File: src/rtl/scp_pkg.sv
package scp_pkg;
  localparam int DIV_W = 2;
  localparam int BRG_W = 6;

  typedef struct packed {
    logic [DIV_W-1:0] div;
    logic [BRG_W-1:0] brg;
    logic             cpol;
  } scp_cfg_t;
endpackage

File: src/rtl/scp_cfg_shadow.sv
module scp_cfg_shadow
  import scp_pkg::*;
#(
  parameter int READY_CYC = 4,
  parameter int BRG_MIN   = 4
) (
  input  logic             clk_i,
  input  logic             rst_ni,
  input  logic             en_i,
  input  logic [DIV_W-1:0] div_i,
  input  logic [BRG_W-1:0] brg_i,
  input  logic             cpol_i,
  output scp_cfg_t         cfg_o,
  output logic             ready_o
);
  localparam logic [BRG_W-1:0] BRG_FLOOR = BRG_W'(BRG_MIN);

  scp_cfg_t cfg_q;
  logic     rdy_q;

  // fields pass only while disabled; rate floored
  always_ff @(posedge clk_i or negedge rst_ni) begin
    if (!rst_ni) begin
      cfg_q.div  <= '0;
      cfg_q.brg  <= BRG_FLOOR;
      cfg_q.cpol <= 1'b0;
    end else if (!en_i) begin
      cfg_q.div  <= div_i;
      cfg_q.brg  <= (brg_i < BRG_FLOOR) ? BRG_FLOOR : brg_i;
      cfg_q.cpol <= cpol_i;
    end
  end

  generate
    if (READY_CYC <= 1) begin : g_rdy_direct
      always_ff @(posedge clk_i or negedge rst_ni) begin
        if (!rst_ni) rdy_q <= 1'b0;
        else         rdy_q <= en_i;
      end
    end else begin : g_rdy_count
      localparam int RW = $clog2(READY_CYC);
      logic [RW-1:0] cnt_q;
      always_ff @(posedge clk_i or negedge rst_ni) begin
        if (!rst_ni) begin
          cnt_q <= '0;
          rdy_q <= 1'b0;
        end else if (!en_i) begin
          cnt_q <= '0;
          rdy_q <= 1'b0;
        end else if (!rdy_q) begin
          if (cnt_q == RW'(READY_CYC - 1)) rdy_q <= 1'b1;
          else                             cnt_q <= cnt_q + RW'(1);
        end
      end
    end
  endgenerate

  assign cfg_o   = cfg_q;
  assign ready_o = rdy_q;
endmodule

File: src/rtl/scp_pow2_stage.sv
module scp_pow2_stage
  import scp_pkg::*;
(
  input  logic             clk_i,
  input  logic             rst_ni,
  input  logic             clr_i,
  input  logic [DIV_W-1:0] div_i,
  output logic             tick_o
);
  localparam int CW = (2 ** DIV_W) + 1;

  logic [CW-1:0] cnt_q;
  logic [CW-1:0] lim;

  assign lim    = (CW'(2) << div_i) - CW'(1);
  assign tick_o = !clr_i && (cnt_q == lim);

  always_ff @(posedge clk_i or negedge rst_ni) begin
    if (!rst_ni)     cnt_q <= '0;
    else if (clr_i)  cnt_q <= '0;
    else if (tick_o) cnt_q <= '0;
    else             cnt_q <= cnt_q + CW'(1);
  end
endmodule

File: src/rtl/scp_half_stage.sv
module scp_half_stage
  import scp_pkg::*;
(
  input  logic             clk_i,
  input  logic             rst_ni,
  input  logic             clr_i,
  input  logic             tick_i,
  input  logic [BRG_W-1:0] brg_i,
  output logic             toggle_o
);
  logic [BRG_W-1:0] cnt_q;

  assign toggle_o = tick_i && (cnt_q == brg_i);

  always_ff @(posedge clk_i or negedge rst_ni) begin
    if (!rst_ni)       cnt_q <= '0;
    else if (clr_i)    cnt_q <= '0;
    else if (toggle_o) cnt_q <= '0;
    else if (tick_i)   cnt_q <= cnt_q + BRG_W'(1);
  end
endmodule

File: src/rtl/scp_sclk_out.sv
module scp_sclk_out (
  input  logic clk_i,
  input  logic rst_ni,
  input  logic clr_i,
  input  logic toggle_i,
  input  logic cpol_i,
  output logic sclk_o,
  output logic lead_o,
  output logic trail_o
);
  logic phase_q, lead_q, trail_q;

  // strobes registered with the phase so they share its cycle
  always_ff @(posedge clk_i or negedge rst_ni) begin
    if (!rst_ni) begin
      phase_q <= 1'b0;
      lead_q  <= 1'b0;
      trail_q <= 1'b0;
    end else if (clr_i) begin
      phase_q <= 1'b0;
      lead_q  <= 1'b0;
      trail_q <= 1'b0;
    end else begin
      lead_q  <= toggle_i && !phase_q;
      trail_q <= toggle_i && phase_q;
      if (toggle_i) phase_q <= !phase_q;
    end
  end

  assign sclk_o  = cpol_i ^ phase_q;
  assign lead_o  = lead_q;
  assign trail_o = trail_q;
endmodule

File: src/rtl/spi_clk_prescaler.sv
module spi_clk_prescaler
  import scp_pkg::*;
#(
  parameter int READY_CYC = 4,
  parameter int BRG_MIN   = 4
) (
  input  logic             clk_i,
  input  logic             rst_ni,
  input  logic             en_i,
  input  logic             run_i,
  input  logic             cpol_i,
  input  logic [DIV_W-1:0] div_i,
  input  logic [BRG_W-1:0] brg_i,
  output logic             sclk_o,
  output logic             lead_o,
  output logic             trail_o,
  output logic             ready_o
);
  scp_cfg_t cfg;
  logic     rdy, clr, tick, toggle;

  scp_cfg_shadow #(.READY_CYC(READY_CYC), .BRG_MIN(BRG_MIN)) u_cfg (
    .clk_i  (clk_i),
    .rst_ni (rst_ni),
    .en_i   (en_i),
    .div_i  (div_i),
    .brg_i  (brg_i),
    .cpol_i (cpol_i),
    .cfg_o  (cfg),
    .ready_o(rdy)
  );

  assign clr = !(en_i && run_i && rdy);

  scp_pow2_stage u_pre (
    .clk_i (clk_i),
    .rst_ni(rst_ni),
    .clr_i (clr),
    .div_i (cfg.div),
    .tick_o(tick)
  );

  scp_half_stage u_half (
    .clk_i   (clk_i),
    .rst_ni  (rst_ni),
    .clr_i   (clr),
    .tick_i  (tick),
    .brg_i   (cfg.brg),
    .toggle_o(toggle)
  );

  scp_sclk_out u_out (
    .clk_i   (clk_i),
    .rst_ni  (rst_ni),
    .clr_i   (clr),
    .toggle_i(toggle),
    .cpol_i  (cfg.cpol),
    .sclk_o  (sclk_o),
    .lead_o  (lead_o),
    .trail_o (trail_o)
  );

  assign ready_o = rdy;
endmodule

File: config.mk
export PLATFORM = sky130hd
export DESIGN_NAME = spi_clk_prescaler
export DESIGN_NICKNAME = d
export VERILOG_FILES = /design/src/rtl/scp_pkg.sv /design/src/rtl/scp_cfg_shadow.sv /design/src/rtl/scp_pow2_stage.sv /design/src/rtl/scp_half_stage.sv /design/src/rtl/scp_sclk_out.sv /design/src/rtl/spi_clk_prescaler.sv
export SDC_FILE = /design/constraint.sdc
export NUM_CORES = 1
export LEC_CHECK = 0
export BUFFER_PORTS_ARGS = -buffer_cell sky130_fd_sc_hd__buf_2
export CORE_MARGIN = 2
export CORE_UTILIZATION = 53
export CTS_BUF_LIST = sky130_fd_sc_hd__clkbuf_2
export DETAILED_ROUTE_END_ITERATION = 6
export GPL_TIMING_DRIVEN = 0
export HOLD_SLACK_MARGIN = 0.12
export PLACE_DENSITY = 0.89
export SETUP_SLACK_MARGIN = 0.5
export SKIP_CTS_REPAIR_TIMING = 1
export SYNTH_ARGS = -nofsm -noshare
export SYNTH_HDL_FRONTEND = slang
export SYNTH_SLANG_ARGS = --single-unit
File: constraint.sdc
create_clock -name clk_i -period 1.52 [get_ports clk_i]
set_input_delay 0.228 -clock clk_i [delete_from_list [all_inputs] [get_ports clk_i]]
set_output_delay 0.228 -clock clk_i [all_outputs]
set_load 0.03 [all_outputs]
### Word level (Yosys, flattened, before mapping)

Index checks and enable logic that the tools add are counted.

| word-level totals | value |
|---|---|
| bits in registers | 26 |
| bits in read-only memories | 0 |
| latch bits | 0 |
| word-level logic and storage cells | 48 |
| RAM bits | 0 |
| memories | 0 |
| bits of input ports | 13 |
| output and inout port bits | 4 |

| cells by class | value |
|---|---|
| order comparisons | 1 |
| $mul | 0 |
| equality and inequality tests | 7 |
| reductions and logical operators | 8 |
| $add $sub $neg | 4 |
| shift-type cells | 1 |
| divide/modulo/power cells | 0 |
| bitwise logic cells | 1 |
| mux-type cells | 16 |

Operators by type and width:

| cell | count |
|---|---|
| $mux 6 | 4 |
| $mux 5 | 2 |
| $mux 1 | 7 |
| $add 6x1->6 const B | 1 |
| $eq 6x6->1 | 1 |
| $logic_and 1x1->1 | 6 |
| $lt 6x3->1 const B | 1 |
| $mux 2 | 3 |
| $add 5x1->5 const B | 1 |
| $eq 5x5->1 | 1 |
| $shl 2x2->5 const A | 1 |
| $sub 5x2->5 const B | 1 |
| $ne 2x2->1 const B | 2 |
| $ne 3x1->1 const B | 1 |
| $add 2x1->2 const B | 1 |
| $eq 2x2->1 const B | 1 |
| $ne 2x1->1 const B | 1 |
| $reduce_and 2->1 | 1 |
| $logic_not 1->1 | 1 |
| $xor 1x1->1 | 1 |

### Longest topological paths before layout

Gate-level depths: netlist of the first run.

| logic depth | value |
|---|---|
| depth in word-level cells | 7 |
| gate-level depth with buffers | 5 |
| depth with buffers taken out | 4 |

### Modules after synthesis

From an unflattened synthesis of the first run, not the netlist that was laid out.

| second synthesis, totals | value |
|---|---|
| cells, all modules | 109 |
| area total of the unflattened synthesis | 1300.0 µm² |

Modules (own cells, without submodules):

| module | cells each | area an instance (µm²) | sequential area each (µm²) | instances |
|---|---|---|---|---|
| scp_cfg_shadow | 35 | 495.5 | 301.5 | 1 |
| scp_half_stage | 39 | 384.1 | 150.1 | 1 |
| scp_pow2_stage | 26 | 301.5 | 125.1 | 1 |
| scp_sclk_out | 8 | 113.9 | 75.1 | 1 |
| spi_clk_prescaler | 1 | 5.0 | 0.0 | 1 |

### Worst setup path after synthesis of the first run

No wires, ideal clock.

| path | value |
|---|---|
| path type | reg2reg |
| from | reg u_pre.cnt_q[2] |
| to | reg u_half.cnt_q[3] |
| period minus slack after synthesis | 1.628 ns |
| arrival time | 1.532 ns |
| required time | 1.425 ns |
| setup time | 0.095 ns |
| path buffers | 1 |
| path slack | -0.108 ns |
| cell stages (with the launch flop) | 6 |
| path through | dfrtp_1 buf_4 nor3_4 a31oi_4 or4_1 a211oi_1 |

| on the way | value |
|---|---|
| cells in the longest elaborated chain, start to end | 5 |
| elaborated cells between the ends (all ways) | 6 |
| those cells by class | eq/ne: 2; mux: 2; reduce/logical: 2 |

Ends and longest elaborated chain:

| item | line | RTL |
|---|---|---|
| start, declared | scp_pow2_stage.sv:12 | `logic [CW-1:0] cnt_q;` |
| start signal, assigned | scp_pow2_stage.sv:22 | `else cnt_q <= cnt_q + CW'(1);` |
| $eq 5x5->1 * | scp_pow2_stage.sv:16 | `assign tick_o = !clr_i && (cnt_q == lim);` |
| $logic_and 1x1->1 * | scp_pow2_stage.sv:16 |  |
| $logic_and 1x1->1 | scp_half_stage.sv:13 | `assign toggle_o = tick_i && (cnt_q == brg_i);` |
| $mux 6 | scp_half_stage.sv:18 | `else if (toggle_o) cnt_q <= '0;` |
| $mux 6 | scp_half_stage.sv:17 | `else if (clr_i) cnt_q <= '0;` |
| end signal, assigned | scp_half_stage.sv:19 | `else if (tick_i) cnt_q <= cnt_q + BRG_W'(1);` |
| end, declared | scp_half_stage.sv:11 | `logic [BRG_W-1:0] cnt_q;` |

Mark *: on every way between the ends. The rest lies on a longest branch, timed or not.
A chain may end at the register's enable or synchronous reset.

### Worst setup path after layout of the first run

| path | value |
|---|---|
| from | reg u_pre.cnt_q[3] |
| to | reg u_half.cnt_q[5] |

The elaborated chain is that of the path after synthesis.

==> metrics, run 1 <==
startpoint type of the worst setup path register; final hold violations 0; Clock Tree Buf Depth 2; critical path data required time 1.78 ns; path category of the worst min-delay check input pin to register; Root Buffer clkbuf_2; post-synth top area cell dfrtp_1; maximum fanout count along the critical path 5; total vias in the final route 1,058; post-route total power 1.46 mW; total congestion overflow after global routing 0; Max Clock Freq 0.594 GHz; synthesized flop and latch total 26; Routability Congestion 0.764; Non-Filler Instances 183; top cells by area, synth dfrtp_1 47%, mux2_2 5.1%, xnor2_1 4.6%; number of vias per cell after detailed routing 5.78; clk_lat worst skew 0.35 ns; worst-case setup slack after placement -0.184 ns; Flop pwr share 55.7%; CTS tree built; relative slew slack 63.5%; unrepaired setup endpoints after global routing yes; share of power burned in combinational logic 27.1%; violations in the final reports negative setup slack; area grow syn2layout 33.4%; Inserted Clock Buffers 3; clk slew on worst S/H paths 0.23 ns; area fraction of the dominant cell type after synthesis 47.4%; largest voltage drop on the vdd net 0.918 mV; total die area 2900 um2; Layout fillers 161; part of the Yosys area used for sequential elements 49.4%; final layout net count 170; effective utilization at floorplan 54.7%; outcome complete, but fails checks; post-route setup slack -0.164 ns; Tmin final 1.68 ns; router iterations before antenna repair 6; Final Max Slew Viols 0; Max Cap Violations 0; detailed router's first-iteration violation count 19; number of routed nets with antenna violations 0; ratio of cells with drive above 1 in the final layout 41.2%; residual DRC count 0; DP HPWL 1.94 mm; mean routed wirelength per cell 16.7 um; cell area after synthesis 1320 um2; Final setup viols 7; Switching Power 441 uW; Die Y-Extent 53.9 um; Cell variety after synth 38; internal power summed over all cells 1.02 mW; Ys Warns 0; Post-Place Cells 160; horizontal extent of the die 53.9 um; crit path DAT 1.94 ns; io pins 17; via count of the first global-routing pass 902; share of the core filled with cells 73.0%; Worst Setup Path Type register to register; post-synthesis average cell area 11.5 um2; relative contribution of the clock network to total power 17.3%; final wirelength 3.06 mm; Static Leakage 0.713 nW; number of sinks on the clock net 26; antenna diode count 0; post-synthesis net count 131; cell count after synthesis 115; core region area 2410 um2; antenna violations before repair 0; type of destination of the critical path register; site row count 18; count of input and output buffers 15; all-layer global routing usage 20.0%; slew of the pin with the lowest slew margin 0.547 ns; Final Cycle Share 111%; switching power share of the total 30.3%; worst hold margin 0.142 ns; Cell Pwr Density 828 nW/um2; total number of H-tree levels 1; first-pass GRT wire length 4.02 mm; pin count of the biggest net entering global routing 27; clock tree skew after final layout 0.0113 ns
layer usage:
metal / vias up / routed length [um] / global-route usage (%)
li1: 509 / - / -
met1: 514 / 1150 / 23.1
met2: 31 / 1760 / 34.6
met3: 4 / 123 / 4.72
met4: 0 / 29 / 9.40
met5: - / 0 / 0
metrics by stage:
step / area, um2 / TNS, ns
floorplan: 1350 / 0
detailed placement: 1460 / -1.15
CTS: 1480 / -1.61
finish: 1760 / -0.906
global placement: 1460 / -0.677
global route: 1760 / -1.59
layout by cell type, fill, tap and decap left out, types with 2 or more instances in the layout:
| cell | synthesis | routed |
|---|---|---|
| nand2b_1 | 2 | 2 |
| a211oi_2 | 0 | 4 |
| nor3_4 | 1 | 2 |
| dfrtp_1 | 25 | 20 |
| or4_1 | 4 | 3 |
| clkbuf_2 | 0 | 4 |
| buf_6 | 0 | 5 |
| xnor2_1 | 7 | 7 |
| buf_4 | 1 | 9 |
| nor3_1 | 4 | 4 |
| o22ai_1 | 2 | 2 |
| buf_2 | 0 | 11 |
| o21a_1 | 2 | 2 |
| nor2_1 | 5 | 2 |
| nand3_1 | 3 | 2 |
| o31ai_1 | 4 | 4 |
| nor2_4 | 0 | 2 |
| nand2_1 | 8 | 7 |
| a22o_1 | 2 | 2 |
| ha_1 | 3 | 2 |
| dfrtp_2 | 0 | 5 |
| xor2_1 | 4 | 3 |
| nand4_1 | 3 | 3 |
| and3_1 | 3 | 3 |
| mux2_2 | 6 | 6 |
| dlygate4sd3_1 | 0 | 9 |
cell usage after synthesis (all sizes together):
library cell,count
nor3b,2
mux2,6
and3,3
nand3,3
a211oi,4
ha,3
a21boi,1
a31o,1
dfstp,1
inv,1
mux2i,1
nor4,2
nor2b,2
or4,4
xnor2,8
nor3,6
nor2,5
nand4,3
a22o,2
o22ai,2
o31ai,4
clkbuf,2
dfrtp,25
a21oi,1
and2,1
buf,2
o21a,2
o21ai,2
nand2b,2
o211ai,1
nand2,8
xor2,4
a31oi,1
state kept, by name (all words and copies together) (netlist names):
register	cells
u_cfg.cfg_o	9
u_cfg.g_rdy_count.cnt_q	2
u_cfg.ready_o	1
u_half.cnt_q	6
u_out.lead_o	1
u_out.phase_q	1
u_out.trail_o	1
u_pre.cnt_q	5
path summary, 6_finish.rpt:
kind                                                 start                     endpoint  slack [ns]  cells past startpoint
worst min-delay path                              brg_i[2]   u_cfg.cfg_o[3]$_DFFE_PN1N_        0.14                      3
max in group asynchronous                           rst_ni    u_out.phase_q$_DFFE_PN0P_        0.77                      2
min in group asynchronous                           rst_ni     u_pre.cnt_q[3]$_DFF_PN0_        0.35                      2
worst min register to register  u_cfg.cfg_o[3]$_DFFE_PN1N_   u_cfg.cfg_o[3]$_DFFE_PN1N_        0.49                      2
worst max register to register    u_pre.cnt_q[3]$_DFF_PN0_  u_half.cnt_q[5]$_DFFE_PN0P_       -0.16                      5
worst max-delay path              u_pre.cnt_q[3]$_DFF_PN0_  u_half.cnt_q[5]$_DFFE_PN0P_       -0.16                      5
critical path: stages (launching register included):
cell,delay (ns)
dfrtp_2,0.52
xnor2_4,0.25
a31oi_4,0.17
nor4_4,0.39
buf_4,0.22
a211oi_2,0.04
power groups by stage:
stage               logic [mW]  registers [mW]  clock network [mW]
floorplan                0.166           0.812                   0
global route             0.431           0.819               0.289
finish                   0.394           0.811               0.251
CTS                      0.253           0.800               0.254
global placement         0.227           0.808                   0
detailed placement       0.252           0.813                   0
cells by family after synthesis:
family,Yosys count,share of synthesized area (%)
AND/OR/NAND/NOR,41,19.1
flip-flops,26,49.4
AO/OA/AOI/OAI,21,12.5
XOR/XNOR,12,8.54
multiplexers,7,5.88
buffers and inverters,5,1.71
adder cells (fa/ha/maj),3,2.85
cell type report:
class,instances,area (um2),area share (%)
sequential,26,658,37.4
clock buffer,3,15.0,0.853
buffer,4,27.5,1.56
clock inverter,1,3.75,0.213
inverter,1,3.75,0.213
multi-input combinational,85,756,43.0
tap,30,37.5,2.13
timing repair buffer,33,258,14.7
Note: power is estimated with default switching activity, not from simulation.
==> run 2: changes to the inputs <==
Settings changed: PLACE_DENSITY 0.89 to default, PLACE_DENSITY_LB_ADDON from default to 0.3, SKIP_CTS_REPAIR_TIMING 1 to default.
==> metrics, run 2 (same netlist as run 1, synthesis figures left out) <==
critical path data required time 1.80 ns (was 1.78 ns); type of destination of the critical path register (unchanged); worst-path cell chain nor3_4 > nor2_4 > or4_1 > a211oi_2 (was xnor2_4 > a31oi_4 > nor4_4 > buf_4 > a211oi_2); total number of H-tree levels 1 (unchanged); clock tree skew after final layout 0.00670 ns (was 0.0113 ns); Die Y-Extent 53.9 um (unchanged); CTS tree built (unchanged); startpoint type of the worst setup path register (unchanged); Switching Power 407 uW (was 441 uW); most common library cell in the layout ignoring fill and taps dfrtp_1 (unchanged); final hold violations 0 (unchanged); Worst path max stage delay 0.53 ns (was 0.52 ns); relative contribution of the clock network to total power 18.3% (was 17.3%); multi-input logic area 734 um2 (was 756 um2); Non-Filler Instances 185 (was 183); crit path DAT 1.91 ns (was 1.94 ns); Post-Place Cells 160 (unchanged); total die area 2900 um2 (unchanged); path category of the worst min-delay check input pin to register (unchanged); number of vias per cell after detailed routing 5.45 (was 5.78); switching power share of the total 29.2% (was 30.3%); effective utilization at floorplan 54.7% (unchanged); antenna diode count 0 (unchanged); first-pass GRT wire length 4.42 mm (was 4.02 mm); post-route total power 1.40 mW (was 1.46 mW); core region area 2410 um2 (unchanged); Inserted Clock Buffers 3 (unchanged); Cell Pwr Density 792 nW/um2 (was 828 nW/um2); share of power burned in combinational logic 24.2% (was 27.1%); total vias in the final route 1,008 (was 1,058); flip-flop count of the largest register, all copies and words added 9 (unchanged); io pins 17 (unchanged); Max Clock Freq 0.611 GHz (was 0.594 GHz); Flop pwr share 57.5% (was 55.7%); unrepaired setup endpoints after global routing yes (unchanged); DP HPWL 1.78 mm (was 1.94 mm); horizontal extent of the die 53.9 um (unchanged); Final setup viols 9 (was 7); Static Leakage 0.726 nW (was 0.713 nW); clk_lat worst skew 0.34 ns (was 0.35 ns); relative slew slack 61.8% (was 63.5%); site row count 18 (unchanged); Max Cap Violations 0 (unchanged); Routability Congestion 0.801 (was 0.764); antenna violations before repair 0 (unchanged); worst-path cell with the longest stage delay dfrtp_2 (unchanged); slew of the pin with the lowest slew margin 0.573 ns (was 0.547 ns); Root Buffer clkbuf_2 (unchanged); number of routed nets with antenna violations 0 (unchanged); area grow syn2layout 33.5% (was 33.4%); all-layer global routing usage 21.2% (was 20.0%); violations in the final reports negative setup slack (unchanged); total congestion overflow after global routing 0 (unchanged); maximum fanout count along the critical path 8 (was 5); count of input and output buffers 15 (unchanged); Final Max Slew Viols 0 (unchanged); final layout net count 172 (was 170); Clock Tree Buf Depth 2 (unchanged); largest voltage drop on the vdd net 0.870 mV (was 0.918 mV); clk slew on worst S/H paths 0.24 ns (was 0.23 ns); mean routed wirelength per cell 14.4 um (was 16.7 um); residual DRC count 0 (unchanged); most used cells in the layout excluding fill and tap cells 20 x dfrtp_1, 12 x buf_4, 11 x buf_2, 9 x dlygate4sd3_1, 8 x nand2_1 (was 20 x dfrtp_1, 11 x buf_2, 9 x dlygate4sd3_1, 9 x buf_4); internal power summed over all cells 988 uW (was 1.02 mW); detailed router's first-iteration violation count 21 (was 19); number of sinks on the clock net 26 (unchanged); post-route setup slack -0.115 ns (was -0.164 ns); pin count of the biggest net entering global routing 27 (unchanged); router iterations before antenna repair 4 (was 6); final wirelength 2.66 mm (was 3.06 mm); via count of the first global-routing pass 1,028 (was 902); outcome complete, but fails checks (unchanged); Layout fillers 177 (was 161); Sequential cell area 658 um2 (unchanged); Worst Setup Path Type register to register (unchanged); Final Cycle Share 108% (was 111%); Tmin final 1.64 ns (was 1.68 ns); ratio of cells with drive above 1 in the final layout 40.6% (was 41.2%)
run 2: area by class of cell:
type,instances,share of cell area [%]
inverter,1,0.213
tap,30,2.13
clock buffer,3,0.853
clock inverter,1,0.213
timing repair buffer,36,16.1
buffer,4,1.35
multi-input combinational,84,41.7
sequential,26,37.4
run 2: worst max-delay path: cells and delay by family (launching register included):
kind / cells / cell delay, ns
AOI/OAI and AO/OA: 1 / 0.18
DFF: 1 / 0.53
and+or+nand+nor: 3 / 0.87
run 2: timing repair:
action / in CTS / in global routing
setup endpoints to repair: 20 / 20
endpoints found under the hold margin: 33 / 0
setup buffers: 11 / 1
hold buffers: 9 / 0
pin swaps: 8 / 6
resized for setup: 20 / 5
run 2: worst paths after layout:
| check | slack (ns) | end | depth (start not counted) | from |
|---|---|---|---|---|
| setup / recovery | -0.12 | u_half.cnt_q[4]$_DFFE_PN0P_ | 4 | u_cfg.cfg_o[8]$_DFFE_PN0N_ |
| hold / removal | 0.16 | u_cfg.cfg_o[3]$_DFFE_PN1N_ | 3 | brg_i[2] |
| setup reg to reg | -0.12 | u_half.cnt_q[4]$_DFFE_PN0P_ | 4 | u_cfg.cfg_o[8]$_DFFE_PN0N_ |
| hold reg to reg | 0.49 | u_cfg.cfg_o[3]$_DFFE_PN1N_ | 2 | u_cfg.cfg_o[3]$_DFFE_PN1N_ |
| max in group asynchronous | 0.75 | u_cfg.ready_o$_DFF_PN0_ | 2 | rst_ni |
| min in group asynchronous | 0.37 | u_out.trail_o$_DFF_PN0_ | 2 | rst_ni |
run 2: power groups by stage:
stage               clock, mW  sequential, mW  combinational (mW)
floorplan                   0           0.812               0.166
global placement            0           0.809               0.227
detailed placement          0           0.812               0.237
CTS                     0.269           0.799               0.326
global route            0.298           0.810               0.380
finish                  0.256           0.802               0.337
run 2: through the flow:
step	instance area [um2]	hold WS, ns	setup TNS, ns	setup slack (ns)	util [%]
after floorplan	1350	-0.0676	0	0.00295	-
after global placement	1460	0.245	-0.789	-0.183	60.6
after detailed placement	1460	0.262	-1.20	-0.212	60.6
after CTS	1730	0.131	-0.417	-0.0716	72.0
after global routing	1760	0.134	-1.37	-0.198	73.1
final	1760	0.158	-0.622	-0.115	73.1
run 2: metal layers:
metal / wire length (um) / GRT usage, % / vias to the layer above
li1: - / - / 502
met1: 1210 / 26.1 / 492
met2: 1390 / 38.4 / 12
met3: 54 / 2.50 / 2
met4: 10 / 6.41 / 0
met5: 0 / 0 / -
==> run 3: changes to the inputs <==
Settings changed: ABC_AREA from default to 1, PLACE_DENSITY from default to 0.81, PLACE_DENSITY_LB_ADDON 0.3 to default, SLEW_MARGIN from default to 20.
==> metrics, run 3 <==
outcome complete, no violations (was complete, but fails checks); number of flops mapped to enable cells by yosys 0 (unchanged); Worst path max stage delay 0.51 ns (was 0.53 ns); Static Leakage 0.992 nW (was 0.726 nW); core region area 2450 um2 (was 2410 um2); final layout net count 237 (was 172); synthesized flop and latch total 26 (unchanged); count of input and output buffers 16 (was 15); post-synthesis average cell area 7.83 um2 (was 11.5 um2); type of destination of the critical path register (unchanged); Synth async-reset ratio 100% (unchanged); Sequential cell area 658 um2 (unchanged); worst-case setup slack after placement 0.164 ns (was -0.212 ns); area grow syn2layout 36.0% (was 33.5%); post-synth top area cell dfrtp_1 (unchanged); all-layer global routing usage 22.6% (was 21.2%); residual DRC count 0 (unchanged); Max Clock Freq 0.700 GHz (was 0.611 GHz); Layout fillers 132 (was 177); most used cells in the layout excluding fill and tap cells 51 x nand2_1, 20 x dfrtp_1, 18 x inv_1, 16 x nor2_1, 14 x buf_4 (was 20 x dfrtp_1, 12 x buf_4, 11 x buf_2, 9 x dlygate4sd3_1, 8 x nand2_1); count of buffering cells on the critical path with inverters included 3 (was 0); total number of H-tree levels 1 (unchanged); crit path DAT 1.74 ns (was 1.91 ns); Die Y-Extent 54.6 um (was 53.9 um); ratio of cells with drive above 1 in the final layout 31.4% (was 40.6%); DP HPWL 1.73 mm (was 1.78 mm); post-route total power 1.43 mW (was 1.40 mW); most common library cell in the layout ignoring fill and taps nand2_1 (was dfrtp_1); Worst Setup Path Type register to register (unchanged); part of the Yosys area used for sequential elements 48.1% (was 49.4%); Clock Tree Buf Depth 2 (unchanged); flip-flop cell with the highest count after synthesis dfrtp_1 (unchanged); internal power summed over all cells 988 uW (about the same); number of vias per cell after detailed routing 5.16 (was 5.45); first-pass GRT wire length 4.82 mm (was 4.42 mm); antenna diode count 0 (unchanged); Cell variety after synth 21 (was 38); switching power share of the total 30.8% (was 29.2%); Max Cap Violations 0 (unchanged); maximum fanout count along the critical path 7 (was 8); clk_lat worst skew 0.35 ns (was 0.34 ns); cell count after synthesis 173 (was 115); Final Cycle Share 94.0% (was 108%); pin count of the biggest net entering global routing 27 (unchanged); startpoint type of the worst setup path register (unchanged); io pins 17 (unchanged); Ys Warns 0 (unchanged); final hold violations 0 (unchanged); final wirelength 3.29 mm (was 2.66 mm); post-route standard cell area excluding fillers 1840 um2 (was 1760 um2); flip-flop count of the largest register, all copies and words added 9 (unchanged); total congestion overflow after global routing 0 (unchanged); total vias in the final route 1,291 (was 1,008); Root Buffer clkbuf_2 (unchanged); Final TNS setup 0 ns (was -0.622 ns); Switching Power 439 uW (was 407 uW); mean routed wirelength per cell 13.2 um (was 14.4 um); effective utilization at floorplan 55.2% (was 54.7%); worst-path cell chain nor2_2 > nand2_1 > inv_1 > nor2_1 > nand2_1 > inv_2 > nor2_4 > inv_4 > nor2_1 (was nor3_4 > nor2_4 > or4_1 > a211oi_2); number of sinks on the clock net 26 (unchanged); relative contribution of the clock network to total power 18.2% (was 18.3%); horizontal extent of the die 54.6 um (was 53.9 um); worst-path cell with the longest stage delay dfrtp_2 (unchanged); antenna violations before repair 0 (unchanged); Post-Place Cells 219 (was 160); post-route setup slack 0.0906 ns (was -0.115 ns); top cells by area, synth dfrtp_1 46%, nand2_1 14%, nor2_1 6.6% (was dfrtp_1 47%, mux2_2 5.1%, xnor2_1 4.6%); Tmin final 1.43 ns (was 1.64 ns); critical path data required time 1.83 ns (was 1.80 ns); Cell Pwr Density 774 nW/um2 (was 792 nW/um2); CTS tree built (unchanged); Non-Filler Instances 250 (was 185); detailed router's first-iteration violation count 36 (was 21); Routability Congestion 0.836 (was 0.801); path category of the worst min-delay check input pin to register (unchanged); slew of the pin with the lowest slew margin 0.555 ns (was 0.573 ns); Inserted Clock Buffers 3 (unchanged); share of power burned in combinational logic 26.5% (was 24.2%); most frequent cells after synthesis 52 x nand2_1, 25 x dfrtp_1, 24 x nor2_1 (was 25 x dfrtp_1, 8 x nand2_1, 7 x xnor2_1); via count of the first global-routing pass 1,141 (was 1,028); router iterations before antenna repair 4 (unchanged); kind of cell with the highest combined delay on the critical path simple AND/OR/NAND/NOR gates (unchanged); number of routed nets with antenna violations 0 (unchanged); area fraction of the dominant cell type after synthesis 46.2% (was 47.4%); post-place instance area 1470 um2 (was 1460 um2); count leader, synth nand2_1 (was dfrtp_1); multi-input logic area 659 um2 (was 734 um2); unrepaired setup endpoints after global routing yes (unchanged); Final setup viols 0 (was 9); total die area 2980 um2 (was 2900 um2); clock tree skew after final layout 0.0106 ns (was 0.00670 ns); post-synthesis net count 189 (was 131); share of the core filled with cells 75.1% (was 73.1%); relative slew slack 63.0% (was 61.8%); clk slew on worst S/H paths 0.24 ns (about the same); site row count 18 (unchanged); worst hold margin 0.239 ns (was 0.158 ns); Final Max Slew Viols 0 (unchanged); cell area after synthesis 1360 um2 (was 1320 um2); Flop pwr share 55.2% (was 57.5%); largest voltage drop on the vdd net 0.744 mV (was 0.870 mV)
-- run 3: per-layer routing --
| metal | part of all wire (%) | routed length [um] | vias to the layer above | GRT usage [%] |
|---|---|---|---|---|
| li1 | - | - | 626 | - |
| met1 | 40 | 1330 | 613 | 27.9 |
| met2 | 54 | 1780 | 46 | 40.2 |
| met3 | 4.3 | 140 | 6 | 3.55 |
| met4 | 1.1 | 36 | 0 | 7.50 |
| met5 | 0 | 0 | - | 0 |
-- run 3: worst paths after layout --
check	startpoint	to	slack [ns]	cells after the start
worst max register to register	u_cfg.cfg_o[7]$_DFFE_PN0N_	u_pre.cnt_q[4]$_DFF_PN0_	0.09	9
worst max-delay path	u_cfg.cfg_o[7]$_DFFE_PN0N_	u_pre.cnt_q[4]$_DFF_PN0_	0.09	9
worst min-delay path	run_i	u_pre.cnt_q[0]$_DFF_PN0_	0.24	4
min in group asynchronous	rst_ni	u_cfg.g_rdy_count.cnt_q[0]$_DFFE_PN0P_	0.35	2
max in group asynchronous	rst_ni	u_half.cnt_q[3]$_DFFE_PN0P_	0.77	2
worst min register to register	u_cfg.cfg_o[1]$_DFFE_PN0N_	u_cfg.cfg_o[1]$_DFFE_PN0N_	0.54	2
-- run 3: power groups by stage --
stage	clock network [mW]	logic, mW	registers, mW
floorplan	0	0.134	0.799
global placement	0	0.196	0.794
detailed placement	0	0.211	0.796
CTS	0.256	0.296	0.786
global route	0.297	0.412	0.795
finish	0.260	0.379	0.788
-- run 3: cell type report --
type	count	share of cell area, %
plain buffers	1	0.204
repair buffers	43	19.5
flip-flops and latches	26	35.7
inverters	27	5.77
well taps	30	2.04
clock buffers	3	0.815
multi-input cells	119	35.8
clock inverters	1	0.204
-- run 3: what timing repair did --
item                                   CTS  global route
endpoints found under the hold margin   34             0
pin swaps                               12             9
setup buffers                           11             5
setup endpoints to repair               19            22
gates resized for setup                 20            20
hold buffers                            11             0
-- run 3: tightest hold or removal path, stage by stage --
cell and delay, ns:
buf_2 0.11, nand3_4 0.09, buf_4 0.12, nor2_1 0.04
-- run 3: logic make-up (layout without fill, tap and decap cells) --
family	count (synthesis)	count (layout)	synth area share, %
flip-flops	26	26	48.1
buffers and inverters	28	75	7.94
AO/OA/AOI/OAI	6	6	2.31
XOR/XNOR	11	11	7.11
AND/OR/NAND/NOR	99	99	31.8
adder cells (fa/ha/maj)	3	3	2.77
